### src/rtl/fc_pkg.sv
package fc_pkg;

    typedef enum logic [1:0] {
        FC_IDLE    = 2'd0,
        FC_BURST   = 2'd1,
        FC_READOUT = 2'd2,
        FC_TEST    = 2'd3
    } fc_mode_e;

    localparam int CODE_W = 4;
    localparam int TELE_W = CODE_W + 1;

    localparam logic [1:0] KIND_BURST = 2'd0;
    localparam logic [1:0] KIND_READ  = 2'd1;
    localparam logic [1:0] KIND_TEST  = 2'd2;
    localparam logic [1:0] KIND_COMBO = 2'd3;

    function automatic logic [CODE_W-1:0] cmd_code(fc_mode_e m);
        case (m)
            FC_BURST:   return 4'b1001;
            FC_READOUT: return 4'b1010;
            FC_TEST:    return 4'b1100;
            default:    return 4'b0000;
        endcase
    endfunction

    function automatic fc_mode_e kind_to_mode(logic [1:0] k);
        case (k)
            KIND_READ: return FC_READOUT;
            KIND_TEST: return FC_TEST;
            default:   return FC_BURST;
        endcase
    endfunction

endpackage

### src/rtl/fc_auto_timer.sv
module fc_auto_timer #(
    parameter int PERIOD = 10_000_000,
    localparam int TW = (PERIOD > 1) ? $clog2(PERIOD) : 1
) (
    input  logic clk,
    input  logic rst_n,
    input  logic en,
    output logic tick
);
    localparam logic [TW-1:0] LAST = TW'(PERIOD - 1);

    logic [TW-1:0] cnt_d, cnt_q;

    always_comb begin
        tick  = en && (cnt_q == LAST);
        cnt_d = cnt_q;
        if (!en)       cnt_d = '0;
        else if (tick) cnt_d = '0;
        else           cnt_d = cnt_q + TW'(1);
    end

    always_ff @(posedge clk or negedge rst_n) begin
        if (!rst_n) cnt_q <= '0;
        else        cnt_q <= cnt_d;
    end


    tick_spacing_chk: assert property (@(posedge clk) disable iff (!rst_n)
        (PERIOD > 1 && tick) |=> !tick);

endmodule

### src/rtl/fc_telegram_tx.sv
module fc_telegram_tx
    import fc_pkg::*;
(
    input  logic              clk,
    input  logic              rst_n,
    input  logic              load,
    input  logic [CODE_W-1:0] code,
    output logic              txd
);
    logic [TELE_W-1:0] sh_d, sh_q;

    always_comb begin
        if (load) sh_d = {1'b1, code};
        else      sh_d = {sh_q[TELE_W-2:0], 1'b0};
    end

    always_ff @(posedge clk or negedge rst_n) begin
        if (!rst_n) sh_q <= '0;
        else        sh_q <= sh_d;
    end

    assign txd = sh_q[TELE_W-1];


    start_bit_chk: assert property (@(posedge clk) disable iff (!rst_n)
        load |=> txd);

endmodule

### src/rtl/fc_aux_window.sv
module fc_aux_window #(
    parameter int CW = 6
) (
    input  logic          active,
    input  logic [CW-1:0] pos,
    input  logic [CW-1:0] lo,
    input  logic [CW-1:0] hi,
    output logic          pulse
);
    always_comb begin
        pulse = active && (pos >= lo) && (pos < hi);
    end
endmodule

### src/rtl/fc_sequencer.sv
module fc_sequencer
    import fc_pkg::*;
#(
    parameter int BURST_CYC = 64,
    parameter int READ_CYC  = 48,
    parameter int TEST_CYC  = 16,
    parameter int NAUX      = 3,
    parameter int PERIOD    = 10_000_000,
    localparam int MAXL = (BURST_CYC > READ_CYC)
                          ? ((BURST_CYC > TEST_CYC) ? BURST_CYC : TEST_CYC)
                          : ((READ_CYC > TEST_CYC) ? READ_CYC : TEST_CYC),
    localparam int CW = (MAXL > 1) ? $clog2(MAXL) : 1
) (
    input  logic              clk,
    input  logic              rst_n,
    input  logic              req_valid,
    input  logic [1:0]        req_kind,
    input  logic              auto_en,
    input  logic [NAUX*CW-1:0] aux_start,
    input  logic [NAUX*CW-1:0] aux_stop,
    output logic              tx_data,
    output logic [1:0]        mode,
    output logic [CW-1:0]     cyc_pos,
    output logic [NAUX-1:0]   aux_pulse
);
    localparam logic [CW-1:0] BURST_LAST = CW'(BURST_CYC - 1);
    localparam logic [CW-1:0] READ_LAST  = CW'(READ_CYC - 1);
    localparam logic [CW-1:0] TEST_LAST  = CW'(TEST_CYC - 1);

    typedef struct packed {
        fc_mode_e      mode;
        logic [CW-1:0] pos;
        logic          combo;
        logic          pend_v;
        logic [1:0]    pend_k;
    } seq_st_t;

    seq_st_t s_d, s_q;

    logic              tick;
    logic              go;
    logic [1:0]        go_kind;
    logic              tx_load;
    logic [CODE_W-1:0] tx_code;
    logic [CW-1:0]     last_pos;

    fc_auto_timer #(.PERIOD(PERIOD)) u_timer (
        .clk   (clk),
        .rst_n (rst_n),
        .en    (auto_en),
        .tick  (tick)
    );

    always_comb begin
        case (s_q.mode)
            FC_BURST:   last_pos = BURST_LAST;
            FC_READOUT: last_pos = READ_LAST;
            FC_TEST:    last_pos = TEST_LAST;
            default:    last_pos = '0;
        endcase
    end

    always_comb begin
        s_d     = s_q;
        go      = 1'b0;
        go_kind = KIND_BURST;
        tx_load = 1'b0;

        if (s_q.mode == FC_IDLE) begin
            if (s_q.pend_v) begin
                go       = 1'b1;
                go_kind  = s_q.pend_k;
                s_d.pend_v = req_valid;
                s_d.pend_k = req_valid ? req_kind : s_q.pend_k;
            end else if (req_valid) begin
                go      = 1'b1;
                go_kind = req_kind;
            end else if (tick) begin
                go      = 1'b1;
                go_kind = KIND_COMBO;
            end
        end else begin
            if (req_valid && !s_q.pend_v) begin
                s_d.pend_v = 1'b1;
                s_d.pend_k = req_kind;
            end
            if (s_q.pos == last_pos) begin
                s_d.pos   = '0;
                s_d.combo = 1'b0;
                if (s_q.mode == FC_BURST && s_q.combo) begin
                    s_d.mode = FC_READOUT;
                    tx_load  = 1'b1;
                end else begin
                    s_d.mode = FC_IDLE;
                end
            end else begin
                s_d.pos = s_q.pos + CW'(1);
            end
        end

        if (go) begin
            s_d.mode  = kind_to_mode(go_kind);
            s_d.combo = (go_kind == KIND_COMBO);
            s_d.pos   = '0;
            tx_load   = 1'b1;
        end

        tx_code = cmd_code(s_d.mode);
    end

    always_ff @(posedge clk or negedge rst_n) begin
        if (!rst_n) begin
            s_q.mode   <= FC_IDLE;
            s_q.pos    <= '0;
            s_q.combo  <= 1'b0;
            s_q.pend_v <= 1'b0;
            s_q.pend_k <= '0;
        end else begin
            s_q <= s_d;
        end
    end

    fc_telegram_tx u_tx (
        .clk   (clk),
        .rst_n (rst_n),
        .load  (tx_load),
        .code  (tx_code),
        .txd   (tx_data)
    );

    logic in_burst;
    assign in_burst = (s_q.mode == FC_BURST);

    for (genvar i = 0; i < NAUX; i++) begin : g_aux
        fc_aux_window #(.CW(CW)) u_win (
            .active (in_burst),
            .pos    (s_q.pos),
            .lo     (aux_start[i*CW +: CW]),
            .hi     (aux_stop[i*CW +: CW]),
            .pulse  (aux_pulse[i])
        );
    end

    assign mode    = s_q.mode;
    assign cyc_pos = s_q.pos;


    tx_quiet_idle_chk: assert property (@(posedge clk) disable iff (!rst_n)
        (s_q.mode == FC_IDLE) |-> !tx_data);


    combo_handover_chk: assert property (@(posedge clk) disable iff (!rst_n)
        (s_q.mode == FC_BURST && s_q.combo && s_q.pos == BURST_LAST)
        |=> (s_q.mode == FC_READOUT && s_q.pos == '0));


    pos_step_chk: assert property (@(posedge clk) disable iff (!rst_n)
        (s_q.mode != FC_IDLE && s_q.pos != last_pos)
        |=> (s_q.pos == $past(s_q.pos) + CW'(1)));


    aux_burst_only_chk: assert property (@(posedge clk) disable iff (!rst_n)
        (aux_pulse != '0) |-> (s_q.mode == FC_BURST));


    pending_launch_chk: assert property (@(posedge clk) disable iff (!rst_n)
        (s_q.mode == FC_IDLE && s_q.pend_v) |=> (s_q.mode != FC_IDLE));


    tick_launch_chk: assert property (@(posedge clk) disable iff (!rst_n)
        (tick && s_q.mode == FC_IDLE && !s_q.pend_v && !req_valid)
        |=> (s_q.mode == FC_BURST && s_q.combo));

endmodule

### config.mk
export PLATFORM = sky130hd
export DESIGN_NAME = fc_sequencer
export DESIGN_NICKNAME = d
export VERILOG_FILES = /design/src/rtl/fc_pkg.sv /design/src/rtl/fc_auto_timer.sv /design/src/rtl/fc_telegram_tx.sv /design/src/rtl/fc_aux_window.sv /design/src/rtl/fc_sequencer.sv
export SDC_FILE = /design/constraint.sdc
export NUM_CORES = 1
export LEC_CHECK = 0
export BUFFER_PORTS_ARGS = -buffer_cell sky130_fd_sc_hd__buf_2
export CORE_MARGIN = 10
export CORE_UTILIZATION = 45
export CTS_CLUSTER_DIAMETER = 150
export DETAILED_ROUTE_END_ITERATION = 10
export GPL_TIMING_DRIVEN = 1
export PLACE_DENSITY = 0.77
export SYNTH_ARGS = -nofsm -noshare
export SYNTH_HDL_FRONTEND = slang
export SYNTH_HIERARCHICAL = 1
export SYNTH_SLANG_ARGS = --single-unit
### constraint.sdc
create_clock -name clk -period 3.5 [get_ports clk]
set_input_delay 0.35 -clock clk [delete_from_list [all_inputs] [get_ports clk]]
set_output_delay 0.35 -clock clk [all_outputs]
set_load 0.02 [all_outputs]
==> results.yml <==
global_route:
  antenna_found_initial: 0
  overflow: 0
  grt_first_pass_wirelength_mm: 11.7
  grt_pass1_vias: 2679
  track_usage: 0.124
  grt_max_degree: 42
floorplanning:
  fp.dieW_um: 104
  core_mm2: 0.00683
  start_util: 0.464
  ioPinCount: 54
  dieHeight_um: 104
  rows: 30
  die_area_mm2: 0.0108
pwr:
  switchingPower_mw: 0.703
  vdd_drop_max_mv: 0.256
  power_frac_clock: 0.213
  power.total_mw: 1.85
  p_per_area_mw_per_mm2: 513
  combPwrFrac: 0.426
  leakagePower_nw: 1.75
  power_frac_seq: 0.361
  sw_frac_of_total: 0.380
  internal_power_mw: 1.15
yosys:
  synth_ff_type: "dfrtp_1"
  async_reset_ff_frac: 1.00
  synth.distinct_cells: 54
  syn_inst: 346
  synth_area_mm2: 0.00317
  syn_area_per_cell_um2: 9.15
  yosysWarnings: 6
  synth_seq_area_share: 0.324
  ys_seq_elements: 41
  synth-edff-count: 0
  syn-num-nets: 428
timing:
  clock_skew_ns: 0.00728
  finalSetupTns_ns: 0
  period_share: 0.847
  period_needed_ns: 2.96
  setup_violations: 0
  grt_setup_unrepaired: "false"
  tightest_slew_ns: 0.874
  finalWorstSetupSlack_ns: 0.536
  slew_headroom: 0.417
  clock.fmax_mhz: 337
  final_max_slew_viol_count: 0
  hold_ws_ns: 0.162
  hold_viol: 0
clock_tree:
  cts_sinks: 41
  clk_pin_slew_ns: 0.08
  cts_tree: "done"
  clockBufferDepth: 2
  post-cts-setup-buffer-count: 0
  ctsHoldBuffers: 0
  cts_resized: 0
  clk_latency_ns: 0.30
  clock_tree.root_cell: "clkbuf_8"
  h-tree-depth: 2
  cts_made_buffers: 5
route:
  avgViaCountPerCell: 5.13
  first_pass_iters: 5
  avgRoutedWirePerCell_um: 13.1
  drc: 0
  wl_mm: 6.41
  ant_nets: 0
  drt-initial-drc-count: 80
  vias: 2516
place:
  pre_cts_ws_ns: 0.551
  routabilityCongestion: 0.856
  port_buffers: 53
  placed_area_mm2: 0.00348
  hpwl_mm: 4.89
  dpl.cell_count: 482
final_layout:
  area_delta_synth_final_pct: 13.7
  layout_commonest_cell: "buf_2"
  postLayoutCellArea_mm2: 0.00360
  finalNetCount: 475
  finish.utilization: 0.527
  drive_gt1_frac: 0.228
  layout_common_cells: "buf_2, inv_1, dfrtp_1"
  instances_no_fill: 490
  antenna_cells: 0
worst_setup_path:
  path_buf_inv: 1
  crit_path_start_kind: "flip-flop"
  timing.rr.end: "u_tx/sh_q[3]"
  reg2reg_depth: 13
  reg2reg_slack_ns: 0.54
  cp_top_family: "simple AND/OR/NAND/NOR gates"
  arrival_ns: 3.15
  cpPeakStageDelay_ns: 0.46
  required_ns: 3.69
  endpoint_kind: "flip-flop"
  crit_path_top_delay_cell: "dfrtp_1"
  rr_startpoint: "u_timer/cnt_q[9]"
  setup.worst_path.class: "flip-flop to flip-flop"
  crit_fanout: 7
  worstPathCellList: "nand4_1 -> or3_1 -> nor4_1 -> buf_4 -> and2b_2 -> a211oi_1 -> nor3_1 -> ha_1 -> nand2b_1 -> mux2i_1 -> nor3b_2 -> nand2_1 -> mux2_2"
run_status:
  status: "finished clean"
min_path:
  hp-class: "primary input to async pin"
job:
  drv_cap: 0
## cell type report
type                            count  area [um2]
Multi-Input combinational cell    240        1860
Inverter                           48         180
Fill cell                         635        3230
Clock buffer                        7        86.3
Timing Repair Buffer               57         295
Tap cell                           96         120
Sequential cell                    41        1030
Clock inverter                      1        30.0
## worst register-to-register path, cell delays in order, from the launching register on
cell,delay (ns)
dfrtp_1,0.46
nand4_1,0.11
or3_1,0.35
nor4_1,0.24
buf_4,0.18
and2b_2,0.15
a211oi_1,0.05
nor3_1,0.27
ha_1,0.18
nand2b_1,0.09
mux2i_1,0.08
nor3b_2,0.35
nand2_1,0.09
mux2_2,0.27
## cells by family after synthesis
group | synth area share
simple gates | 0.219
buf+inv | 0.0905
compound gates | 0.120
fa+ha+maj | 0.161
flops | 0.324
xor+xnor | 0.0549
mux | 0.0304
## synthesized netlist by cell type, types with 2 or more instances
cell type | number | area (um2)
a211o_1 | 3 | 26.3
o21a_1 | 3 | 22.5
nand3_1 | 13 | 65.1
buf_2 | 7 | 35.0
a22o_1 | 2 | 17.5
nand4_1 | 10 | 62.6
mux2i_1 | 4 | 40.0
nor3b_2 | 7 | 87.6
and3_1 | 2 | 12.5
o21ai_0 | 14 | 70.1
buf_4 | 9 | 67.6
a21oi_1 | 13 | 65.1
mux2_2 | 5 | 56.3
or3_1 | 8 | 50.1
dfrtp_1 | 41 | 1030
o21ai_1 | 7 | 35.0
xnor2_1 | 15 | 131
or4_1 | 2 | 15.0
xor2_1 | 3 | 26.3
and2_2 | 2 | 15.0
inv_1 | 48 | 180
o2111ai_1 | 6 | 52.6
nor3_1 | 6 | 30.0
nor2_1 | 22 | 82.6
nor2b_1 | 6 | 37.5
nor4bb_1 | 2 | 20.0
nand2_1 | 16 | 60.1
ha_1 | 40 | 500
nor4_1 | 5 | 31.3
## how the worst max path moves through the flow
stage                   end  slack, ns             start  depth (start not counted)
2_1_floorplan  u_tx/sh_q[0]       0.56  u_timer/cnt_q[9]                         13
3_3_place_gp   u_tx/sh_q[3]       0.66  u_timer/cnt_q[9]                         13
3_5_place_dp   u_tx/sh_q[3]       0.55  u_timer/cnt_q[9]                         13
4_1_cts        u_tx/sh_q[3]       0.54  u_timer/cnt_q[9]                         13
5_1_grt        u_tx/sh_q[3]       0.21  u_timer/cnt_q[9]                         13
6_report       u_tx/sh_q[3]       0.54  u_timer/cnt_q[9]                         13
## power groups by stage
stage               clock network [mW]  registers (mW)  logic [mW]
floorplan                            0           0.639       0.658
global placement                     0           0.674       0.758
detailed placement                   0           0.677       0.795
CTS                              0.409           0.668       0.801
global route                     0.424           0.683       0.909
finish                           0.393           0.667       0.787
## sequential cells by signal (all words and copies together), names as in the netlist
signal and flops:
s_q 4, mode 2, cyc_pos 6, u_tx/sh_q 5, u_timer/cnt_q 24
## layer usage
layer,global-route usage,routed length [um]
met1,0.142,2950
met2,0.222,3100
met3,0.0310,284
met4,0.0358,79
met5,0,0
Power figures use the tool's default switching activity.
